## src/rtl/uptr_conv_pkg.sv

```systemverilog
package uptr_conv_pkg;
  typedef enum logic [1:0] {
    MODE_GPUVM64 = 2'd0,
    MODE_HSA64   = 2'd1,
    MODE_HSA32   = 2'd2
  } mode_e;
endpackage

```

## src/rtl/uptr_conv_mode_dec.sv

```systemverilog
module uptr_conv_mode_dec
  import uptr_conv_pkg::*;
(
  input  logic  draw_i,
  input  logic  dispatch_atc_i,
  input  logic  ptr32_i,
  output mode_e mode_o
);
  always_comb begin
    if (draw_i || !dispatch_atc_i) mode_o = MODE_GPUVM64;
    else if (ptr32_i)              mode_o = MODE_HSA32;
    else                           mode_o = MODE_HSA64;
  end
endmodule

```

## src/rtl/uptr_conv_window.sv

```systemverilog
module uptr_conv_window #(
  parameter int PTR_W   = 64,
  parameter int ALIGN_W = 16,
  localparam int REG_W  = PTR_W - ALIGN_W
) (
  input  logic             en_i,
  input  logic [REG_W-1:0] base_i,
  input  logic [REG_W-1:0] limit_i,
  input  logic [PTR_W-1:0] ptr_i,
  output logic             hit_o
);
  logic [PTR_W-1:0] lo, hi;
  assign lo    = {base_i, {ALIGN_W{1'b0}}};
  assign hi    = {limit_i, {ALIGN_W{1'b1}}};
  assign hit_o = en_i && (ptr_i >= lo) && (ptr_i <= hi);
endmodule

```

## src/rtl/uptr_conv_oreg.sv

```systemverilog
module uptr_conv_oreg #(
  parameter int W = 8
) (
  input  logic         clk_i,
  input  logic         rst_ni,
  input  logic         vld_i,
  input  logic [W-1:0] d_i,
  output logic         vld_o,
  output logic [W-1:0] q_o
);
  always_ff @(posedge clk_i or negedge rst_ni) begin
    if (!rst_ni) begin
      vld_o <= 1'b0;
      q_o   <= '0;
    end else begin
      vld_o <= vld_i;
      if (vld_i) q_o <= d_i;
    end
  end
endmodule

```

## src/rtl/uptr_conv.sv

```systemverilog
module uptr_conv
  import uptr_conv_pkg::*;
#(
  parameter int PTR_W   = 64,
  parameter int VA_W    = 48,
  parameter int ALIGN_W = 16,
  parameter int NARROW_W = 32,
  parameter int MT_W    = 2,
  localparam int REG_W  = PTR_W - ALIGN_W,
  localparam int RSP_W  = VA_W + MT_W + 2,
  localparam int NWIN   = 2
) (
  input  logic              clk_i,
  input  logic              rst_ni,
  input  logic              req_valid_i,
  input  logic [PTR_W-1:0]  req_ptr_i,
  input  logic              req_draw_i,
  input  logic              cfg_dispatch_atc_i,
  input  logic              cfg_ptr32_i,
  input  logic              gpuvm_en_i,
  input  logic [REG_W-1:0]  gpuvm_base_i,
  input  logic [REG_W-1:0]  gpuvm_limit_i,
  input  logic              spare_en_i,
  input  logic [REG_W-1:0]  spare_base_i,
  input  logic [REG_W-1:0]  spare_limit_i,
  input  logic [MT_W-1:0]   spare_mtype_i,
  input  logic [MT_W-1:0]   dflt_mtype_i,
  output logic              rsp_valid_o,
  output logic [VA_W-1:0]   rsp_addr_o,
  output logic              rsp_atc_o,
  output logic [MT_W-1:0]   rsp_mtype_o,
  output logic              rsp_hole_o
);
  mode_e            mode;
  logic [PTR_W-1:0] eff_ptr;
  logic [NWIN-1:0]  win_en, win_hit;
  logic [NWIN-1:0][REG_W-1:0] win_base, win_limit;
  logic             gv_hit, sp_hit, canon, hole, atc;
  logic [VA_W-1:0]  gv_off, addr;
  logic [MT_W-1:0]  mtype;
  logic [RSP_W-1:0] rsp_d, rsp_q;

  uptr_conv_mode_dec u_mode (
    .draw_i         (req_draw_i),
    .dispatch_atc_i (cfg_dispatch_atc_i),
    .ptr32_i        (cfg_ptr32_i),
    .mode_o         (mode)
  );

  assign eff_ptr = (mode == MODE_HSA32)
                 ? {{(PTR_W-NARROW_W){1'b0}}, req_ptr_i[NARROW_W-1:0]}
                 : req_ptr_i;

  // window 0: GPUVM, window 1: spare (not usable in 32-bit mode)
  assign win_en    = {spare_en_i && (mode != MODE_HSA32), gpuvm_en_i};
  assign win_base  = {spare_base_i, gpuvm_base_i};
  assign win_limit = {spare_limit_i, gpuvm_limit_i};

  for (genvar g = 0; g < NWIN; g++) begin : g_win
    uptr_conv_window #(.PTR_W(PTR_W), .ALIGN_W(ALIGN_W)) u_win (
      .en_i    (win_en[g]),
      .base_i  (win_base[g]),
      .limit_i (win_limit[g]),
      .ptr_i   (eff_ptr),
      .hit_o   (win_hit[g])
    );
  end

  // GPUVM has priority; windows are not expected to overlap
  assign gv_hit = win_hit[0];
  assign sp_hit = win_hit[1] && !gv_hit;

  assign canon = (&eff_ptr[PTR_W-1:VA_W-1]) || !(|eff_ptr[PTR_W-1:VA_W-1]);
  assign hole  = (mode != MODE_HSA32) && !canon && !gv_hit && !sp_hit;

  assign gv_off = eff_ptr[VA_W-1:0] - {gpuvm_base_i[VA_W-ALIGN_W-1:0], {ALIGN_W{1'b0}}};
  assign addr   = gv_hit ? gv_off : eff_ptr[VA_W-1:0];
  assign atc    = !gv_hit && (mode != MODE_GPUVM64);
  assign mtype  = sp_hit ? spare_mtype_i : dflt_mtype_i;

  assign rsp_d = {addr, atc, mtype, hole};

  uptr_conv_oreg #(.W(RSP_W)) u_oreg (
    .clk_i  (clk_i),
    .rst_ni (rst_ni),
    .vld_i  (req_valid_i),
    .d_i    (rsp_d),
    .vld_o  (rsp_valid_o),
    .q_o    (rsp_q)
  );

  assign {rsp_addr_o, rsp_atc_o, rsp_mtype_o, rsp_hole_o} = rsp_q;
endmodule

```

## config.mk

```make
export PLATFORM = sky130hd
export DESIGN_NAME = uptr_conv
export DESIGN_NICKNAME = d
export VERILOG_FILES = /design/src/rtl/uptr_conv_pkg.sv /design/src/rtl/uptr_conv_mode_dec.sv /design/src/rtl/uptr_conv_window.sv /design/src/rtl/uptr_conv_oreg.sv /design/src/rtl/uptr_conv.sv
export SDC_FILE = /design/constraint.sdc
export NUM_CORES = 1
export LEC_CHECK = 0
export CORE_AREA = 2 2 124 126
export CTS_BUF_LIST = sky130_fd_sc_hd__clkbuf_4
export DETAILED_ROUTE_END_ITERATION = 7
export DIE_AREA = 0 0 126 128
export DONT_BUFFER_PORTS = 1
export HOLD_SLACK_MARGIN = 0.05
export PLACE_DENSITY = 0.71
export REMOVE_ABC_BUFFERS = 1
export SETUP_SLACK_MARGIN = 0.2
export SYNTH_ARGS = -nofsm -noshare
export SYNTH_HDL_FRONTEND = slang
export SYNTH_SLANG_ARGS = --single-unit
```

## constraint.sdc

```tcl
create_clock -name clk_i -period 1 [get_ports clk_i]
set_input_delay 0.05 -clock clk_i [delete_from_list [all_inputs] [get_ports clk_i]]
set_output_delay 0.05 -clock clk_i [all_outputs]
set_load 0.02 [all_outputs]
```

==> reports/results.ini, run 1 <==
[global_route]
grt_pass1_vias = 9238
grt_usage = 0.3549
grt_pass1_wl_um = 45890
grt-ovfl-total = 0
grt_antenna_before_repair = 0
grt_max_degree = 86

[critical_path]
startpoint_type = input port
slowest_stage = a2111o_1
crit_fanout = 9
crit_type = in2reg
crit_chain = nand3b_4 -> buf_12 -> buf_4 -> and2_4 -> ha_1 -> and4_4 -> and4_1 -> o2111ai_4 -> a21oi_2 -> a2111o_1 -> a32o_2 -> buf_4 -> inv_8 -> buf_12 -> nand3_1 -> mux2i_1 -> o22a_1
r2r.worst_path.cells = 2
critPathMaxStageDelay_ps = 340
cp.arrival_ps = 3080
end_kind = flop
cp_data_required_time_ps = 1400

[placed_design]
io_buffers = 0
place.gp.congestion = 0.9346
dp_hpwl_um = 24130

[floorplan]
rows = 45
die_w_um = 126
die_height_um = 128
start_util = 0.5838
die_area_um2 = 16130
io_pins = 321
core_area_um2 = 14860

[detailed_routing]
via_per_inst = 5.951
ant_nets = 0
route.detailed.drc = 0
routed_wl_um = 29920
drt_iter0_markers = 536
dr_total_vias = 9391
firstDrtPassIters = 7
drt-wirelength-per-cell_um = 18.96

[logic_synthesis]
ys_seq_elements = 53
synth.avg_cell_area_um2 = 7.493
synth_cell_type_count = 73
yosysWarnings = 0
synth-async-reset-ratio = 1.000
ys.flop_type = dfrtp_1
syn_area_um2 = 8677
synth_edf_count = 0
synthesis.instances = 1158
seq_area_frac_synth = 0.1528

[clock_tree]
cts_made_buffers = 5
cts_max_level = 2
clk-insertion-delay-late_ps = 420
cts_tree = done
clockRootBuffer = clkbuf_4
clockBufferDepth = 2
cts_sinks = 53
cts_hold_buf = 20
clk_pin_slew_ps = 220

[sta]
setup_viol = 85
rsz0062_at_grt = yes
slew_headroom = 0.6130
slew_viol_final = 0
tns_ps = -57600
max_slew.worst_pin.slew_ps = 574.4
clock.fmax_mhz = 373.4
clock_skew_ps = 0
worst_slack_ps = -1678
final-hold-violation-count = 105
period_share = 2.678
finalCriticalPeriod_ps = 2678
whs_ps = -758.4

[run_status]
violations = negative hold slack, negative setup slack
status = complete, but fails checks

[final_layout]
final_cell_mix = inv_1, buf_4, ha_1, a21oi_1, nor2_1
final_common_cell = inv_1
n_fill_cell = 1122
antennaDiodeCount = 0
drive_gt1_frac = 0.2568
nets = 1843
area_growth_pct = 33.35

[pwr]
peakVddDrop_v = 0.0007659
power_density_nw_per_um2 = 819.3
leakagePower_nw = 6.069

[worst_hold_path]
worstHoldPathType = in2async

[job]
drv_cap = 0

## Yosys cell counts, drive strengths merged, types with 19 or more instances
cell / count / share of area
and2: 29 / 0.021
nand2: 60 / 0.027
nor2: 92 / 0.040
nor4: 20 / 0.015
nand4: 40 / 0.029
ha: 185 / 0.27
a21oi: 116 / 0.067
a21o: 28 / 0.024
o21ai: 62 / 0.036
xnor2: 19 / 0.019
inv: 210 / 0.091
dfrtp: 53 / 0.15
nand3: 21 / 0.012
## worst paths after layout
| kind | start | endpoint | slack (ps) |
|---|---|---|---|
| worst max-delay path | req_draw_i | u_oreg.q_o[49] | -1680 |
| worst min-delay path | rst_ni | u_oreg.q_o[30] | -760 |
| worst max register to register | u_oreg.q_o[9] | u_oreg.q_o[9] | 70 |
| worst min register to register | u_oreg.q_o[18] | u_oreg.q_o[18] | 560 |
| max in group asynchronous | rst_ni | u_oreg.q_o[29] | 1590 |
| min in group clk_i | req_valid_i | u_oreg.q_o[30] | -360 |
## where the power goes
group	internal, mW	switching [mW]	leakage (nW)
registers	2.41	0.264	0.605
logic	2.80	2.79	5.43
clock network	0.308	0.913	0.0377
total	5.51	3.97	6.07
## layer usage
metal,part of all wire,global-route usage,wire length (um)
met1,0.42,0.4395,12500
met2,0.47,0.5996,13950
met3,0.071,0.08013,2131
met4,0.045,0.1435,1338
met5,0,0,0
## metrics by stage
stage / cells / utilization / worst slack [ps] / cell area (um^2) / power, mW
2_1_floorplan: 1131 / - / -2670 / 8553 / 5.558
3_3_place_gp: 1541 / 0.7077 / -2296 / 10520 / 7.418
3_5_place_dp: 1541 / 0.7077 / -2330 / 10520 / 7.536
4_1_cts: 1575 / 0.7492 / -1647 / 11140 / 9.113
5_1_grt: 1578 / 0.7785 / -1759 / 11570 / 10.14
6_report: 1578 / 0.7785 / -1678 / 11570 / 9.480
## cell families (layout without fill, tap and decap cells)
group,Yosys count,in the layout,synth area share
compound gates,292,292,0.2091
xor+xnor,30,30,0.03028
fa+ha+maj,191,191,0.2751
buf+inv,237,469,0.1051
flops,53,53,0.1528
mux,25,25,0.03115
simple gates,330,330,0.1964
## state kept, by name, summed over array words and instances, names as in the netlist
register	cells
u_oreg.vld_o	1
u_oreg.q_o	52
## critical path, delay by kind of cell
kind / cells / cell delay (ps)
buffers and inverters: 5 / 680
AND/OR/NAND/NOR: 5 / 880
adder cells (fa/ha/maj): 1 / 320
AO/OA/AOI/OAI: 5 / 970
multiplexers: 1 / 190
## cell type report
| type | count | area (um^2) | area share |
|---|---|---|---|
| clock inverters | 3 | 28.78 | 0.002487 |
| flip-flops and latches | 53 | 1336 | 0.1155 |
| clock buffers | 5 | 37.54 | 0.003244 |
| well taps | 188 | 235.2 | 0.02033 |
| repair buffers | 251 | 2193 | 0.1896 |
| multi-input cells | 868 | 6944 | 0.6001 |
| inverters | 210 | 795.8 | 0.06877 |
## repair_timing
item | CTS | global route
hold endpoints to repair | 105 | 105
endpoints found under the setup margin | 89 | 101
pin swaps | 6 | 18
resized for setup | 84 | 79
setup buffers | 6 | 3
Note: power is estimated with default switching activity, not from simulation.
==> run 2: changes to the inputs <==
--- a/config.mk
+++ b/config.mk
@@ -14,6 +14,7 @@
 export PLACE_DENSITY = 0.71
 export REMOVE_ABC_BUFFERS = 1
 export SETUP_SLACK_MARGIN = 0.2
+export SKIP_CTS_REPAIR_TIMING = 1
 export SYNTH_ARGS = -nofsm -noshare
 export SYNTH_HDL_FRONTEND = slang
 export SYNTH_SLANG_ARGS = --single-unit
==> run 2 against run 1 <==
  * The run still ends with negative hold slack, negative setup slack left
  * Fmax shrank 1.3%
  * Non-clock buffer count shrank 8
  * Worst setup slack lost 36 ps
  * Largest cell class unchanged
  * First-iteration DRC count grew 22%
==> reports/results.ini, run 2 (synthesis results as in run 1) <==
[clock_tree]
cts_max_level = 2  ; unchanged
clk_pin_slew_ps = 220  ; about the same
cts_made_buffers = 5  ; unchanged
cts_sinks = 53  ; unchanged
cts_tree = done
clk-insertion-delay-late_ps = 420  ; about the same
clockRootBuffer = clkbuf_4
clockBufferDepth = 2  ; unchanged

[final_layout]
drive_gt1_frac = 0.2344  ; -0.02239
area_growth_pct = 30.70
final_cell_mix = inv_1, buf_4, ha_1, a21oi_1, nor2_1
antennaDiodeCount = 0  ; unchanged
top_register = u_oreg.q_o
final_common_cell = inv_1
n_fill_cell = 1171  ; +4.4%
nets = 1835  ; -0.43%
finalNonFillerCells = 1570  ; -0.51%
largest_registers = u_oreg.q_o: 52 flops, u_oreg.vld_o: 1 flops
largest_reg_flops = 52  ; unchanged

[sta]
final-hold-violation-count = 105  ; unchanged
clock.fmax_mhz = 368.5  ; -1.3%
slew_viol_final = 0  ; unchanged
clock_skew_ps = 0  ; unchanged
setup_viol = 84  ; -1.2%
worst_slack_ps = -1714  ; -35.87 ps
finalCriticalPeriod_ps = 2714  ; +35.87 ps
whs_ps = -753.3  ; +5.109 ps
period_share = 2.714  ; +0.03587
slew_headroom = 0.6427  ; +0.02972
max_slew.worst_pin.slew_ps = 530.3  ; -44.11 ps
rsz0062_at_grt = yes

[pwr]
power_density_nw_per_um2 = 819.6  ; about the same
clkPwrFrac = 0.133  ; +0.004
p_sw_mw = 3.886  ; -2.0%
peakVddDrop_v = 0.0007655  ; about the same
pwr-share-seq = 0.287  ; +0.005
p_int_mw = 5.409  ; -1.9%
swShare = 0.4181  ; about the same
leakagePower_nw = 6.002  ; -1.1%
power_frac_comb = 0.580  ; -0.010

[floorplan]
die_w_um = 126  ; unchanged
core_area_um2 = 14860  ; unchanged
io_pins = 321  ; unchanged
start_util = 0.5838  ; unchanged
die_area_um2 = 16130  ; unchanged
die_height_um = 128  ; unchanged
rows = 45  ; unchanged

[critical_path]
end_kind = flop
cpMostUsedCell = buf_4
startpoint_type = input port
crit_chain = nand3b_4 -> buf_12 -> buf_4 -> and2_1 -> ha_1 -> nor2_1 -> maj3_2 -> nor4_1 -> buf_4 -> o31ai_1 -> a32o_2 -> or4_1 -> mux2i_1 -> o22a_1
r2r.worst_path.cells = 3  ; +1
cp_data_required_time_ps = 1390  ; about the same
crit_fanout = 9  ; unchanged
cp.arrival_ps = 3110  ; +30 ps
slowest_stage = or4_1
crit_type = in2reg
critPathMaxStageDelay_ps = 420  ; +80 ps

[detailed_routing]
drt_iter0_markers = 655  ; +22%
routed_wl_um = 29580  ; -1.1%
dr_total_vias = 9281  ; -1.2%
drt-wirelength-per-cell_um = 18.84  ; -0.62%
via_per_inst = 5.911  ; -0.67%
route.detailed.drc = 0  ; unchanged
ant_nets = 0  ; unchanged
firstDrtPassIters = 5  ; -2

[global_route]
grt_pass1_vias = 8917  ; -3.5%
grt-ovfl-total = 0  ; unchanged
grt_pass1_wl_um = 44220  ; -3.7%
grt_max_degree = 86  ; unchanged
grt_usage = 0.3407  ; -0.01420
grt_antenna_before_repair = 0  ; unchanged

[job]
drv_cap = 0  ; unchanged

[worst_hold_path]
worstHoldPathType = in2async

[placed_design]
dp.cells = 1541  ; unchanged
pre_cts_ws_ps = -2330  ; unchanged
place.gp.congestion = 0.9346  ; unchanged
dp_hpwl_um = 24130  ; unchanged
io_buffers = 0  ; unchanged

[run_status]
status = complete, but fails checks
violations = negative hold slack, negative setup slack

[run 2: cell types whose count changed in the layout (fill, tap and decap cells not counted), moves of 3 or more]
cell     previous run  this run
ha_4               16        13
nand2_1            54        57
buf_6              49        45
buf_4             176       173
nor2_2              5         2
nand2_2             6         3
nor2_1             83        88
and2_4             10         4
and2_1             14        20
a21oi_1           105       109
ha_1              168       172
[run 2: per-layer routing]
metal  wire [um]  global-route usage
met1       12360              0.4427
met2       14010              0.5702
met3        2197             0.06594
met4        1010              0.1144
met5           0                   0
[run 2: final timing paths]
check / start / endpoint / slack, ps
min: rst_ni / u_oreg.q_o[30] / -750
min reg2reg: u_oreg.q_o[18] / u_oreg.q_o[18] / 560
max reg2reg: u_oreg.q_o[48] / u_oreg.q_o[48] / 90
max in group asynchronous: rst_ni / u_oreg.q_o[36] / 1590
max: req_draw_i / u_oreg.q_o[49] / -1710
min in group clk_i: req_valid_i / u_oreg.q_o[30] / -350
[run 2: layout make-up]
class / count / area [um^2] / share of cell area
clock buffers: 5 / 37.54 / 0.003310
well taps: 188 / 235.2 / 0.02074
inverters: 210 / 788.3 / 0.06951
clock inverters: 3 / 28.78 / 0.002538
repair buffers: 243 / 2116 / 0.1866
multi-input cells: 868 / 6799 / 0.5995
flip-flops and latches: 53 / 1336 / 0.1178
[run 2: power by group through the flow]
stage	Sequential [mW]	Combinational, mW	Clock, mW
3_3_place_gp	2.64	4.77	0
4_1_cts	2.62	4.91	1.23
2_1_floorplan	2.89	2.67	0
6_report	2.67	5.39	1.23
5_1_grt	2.70	5.94	1.31
3_5_place_dp	2.65	4.88	0
[run 2: per-stage QoR]
stage               TNS [ps]  cell area, um^2  total power, mW  utilization  hold WS, ps
finish                -60050            11340            9.295       0.7630       -753.3
global route          -65090            11340            9.945       0.7630       -774.0
CTS                   -66360            10590            8.759       0.7121       -757.7
detailed placement    -79750            10520            7.536       0.7077       -244.8
global placement      -76310            10520            7.418       0.7077       -244.6
floorplan             -82390             8553            5.558            -       -245.6
[run 2: critical path: cells and delay by family]
family / cells / cell delay (ps)
AND/OR/NAND/NOR: 5 / 1180
multiplexers: 1 / 180
buffers and inverters: 3 / 470
adder cells (fa/ha/maj): 2 / 670
AO/OA/AOI/OAI: 3 / 550
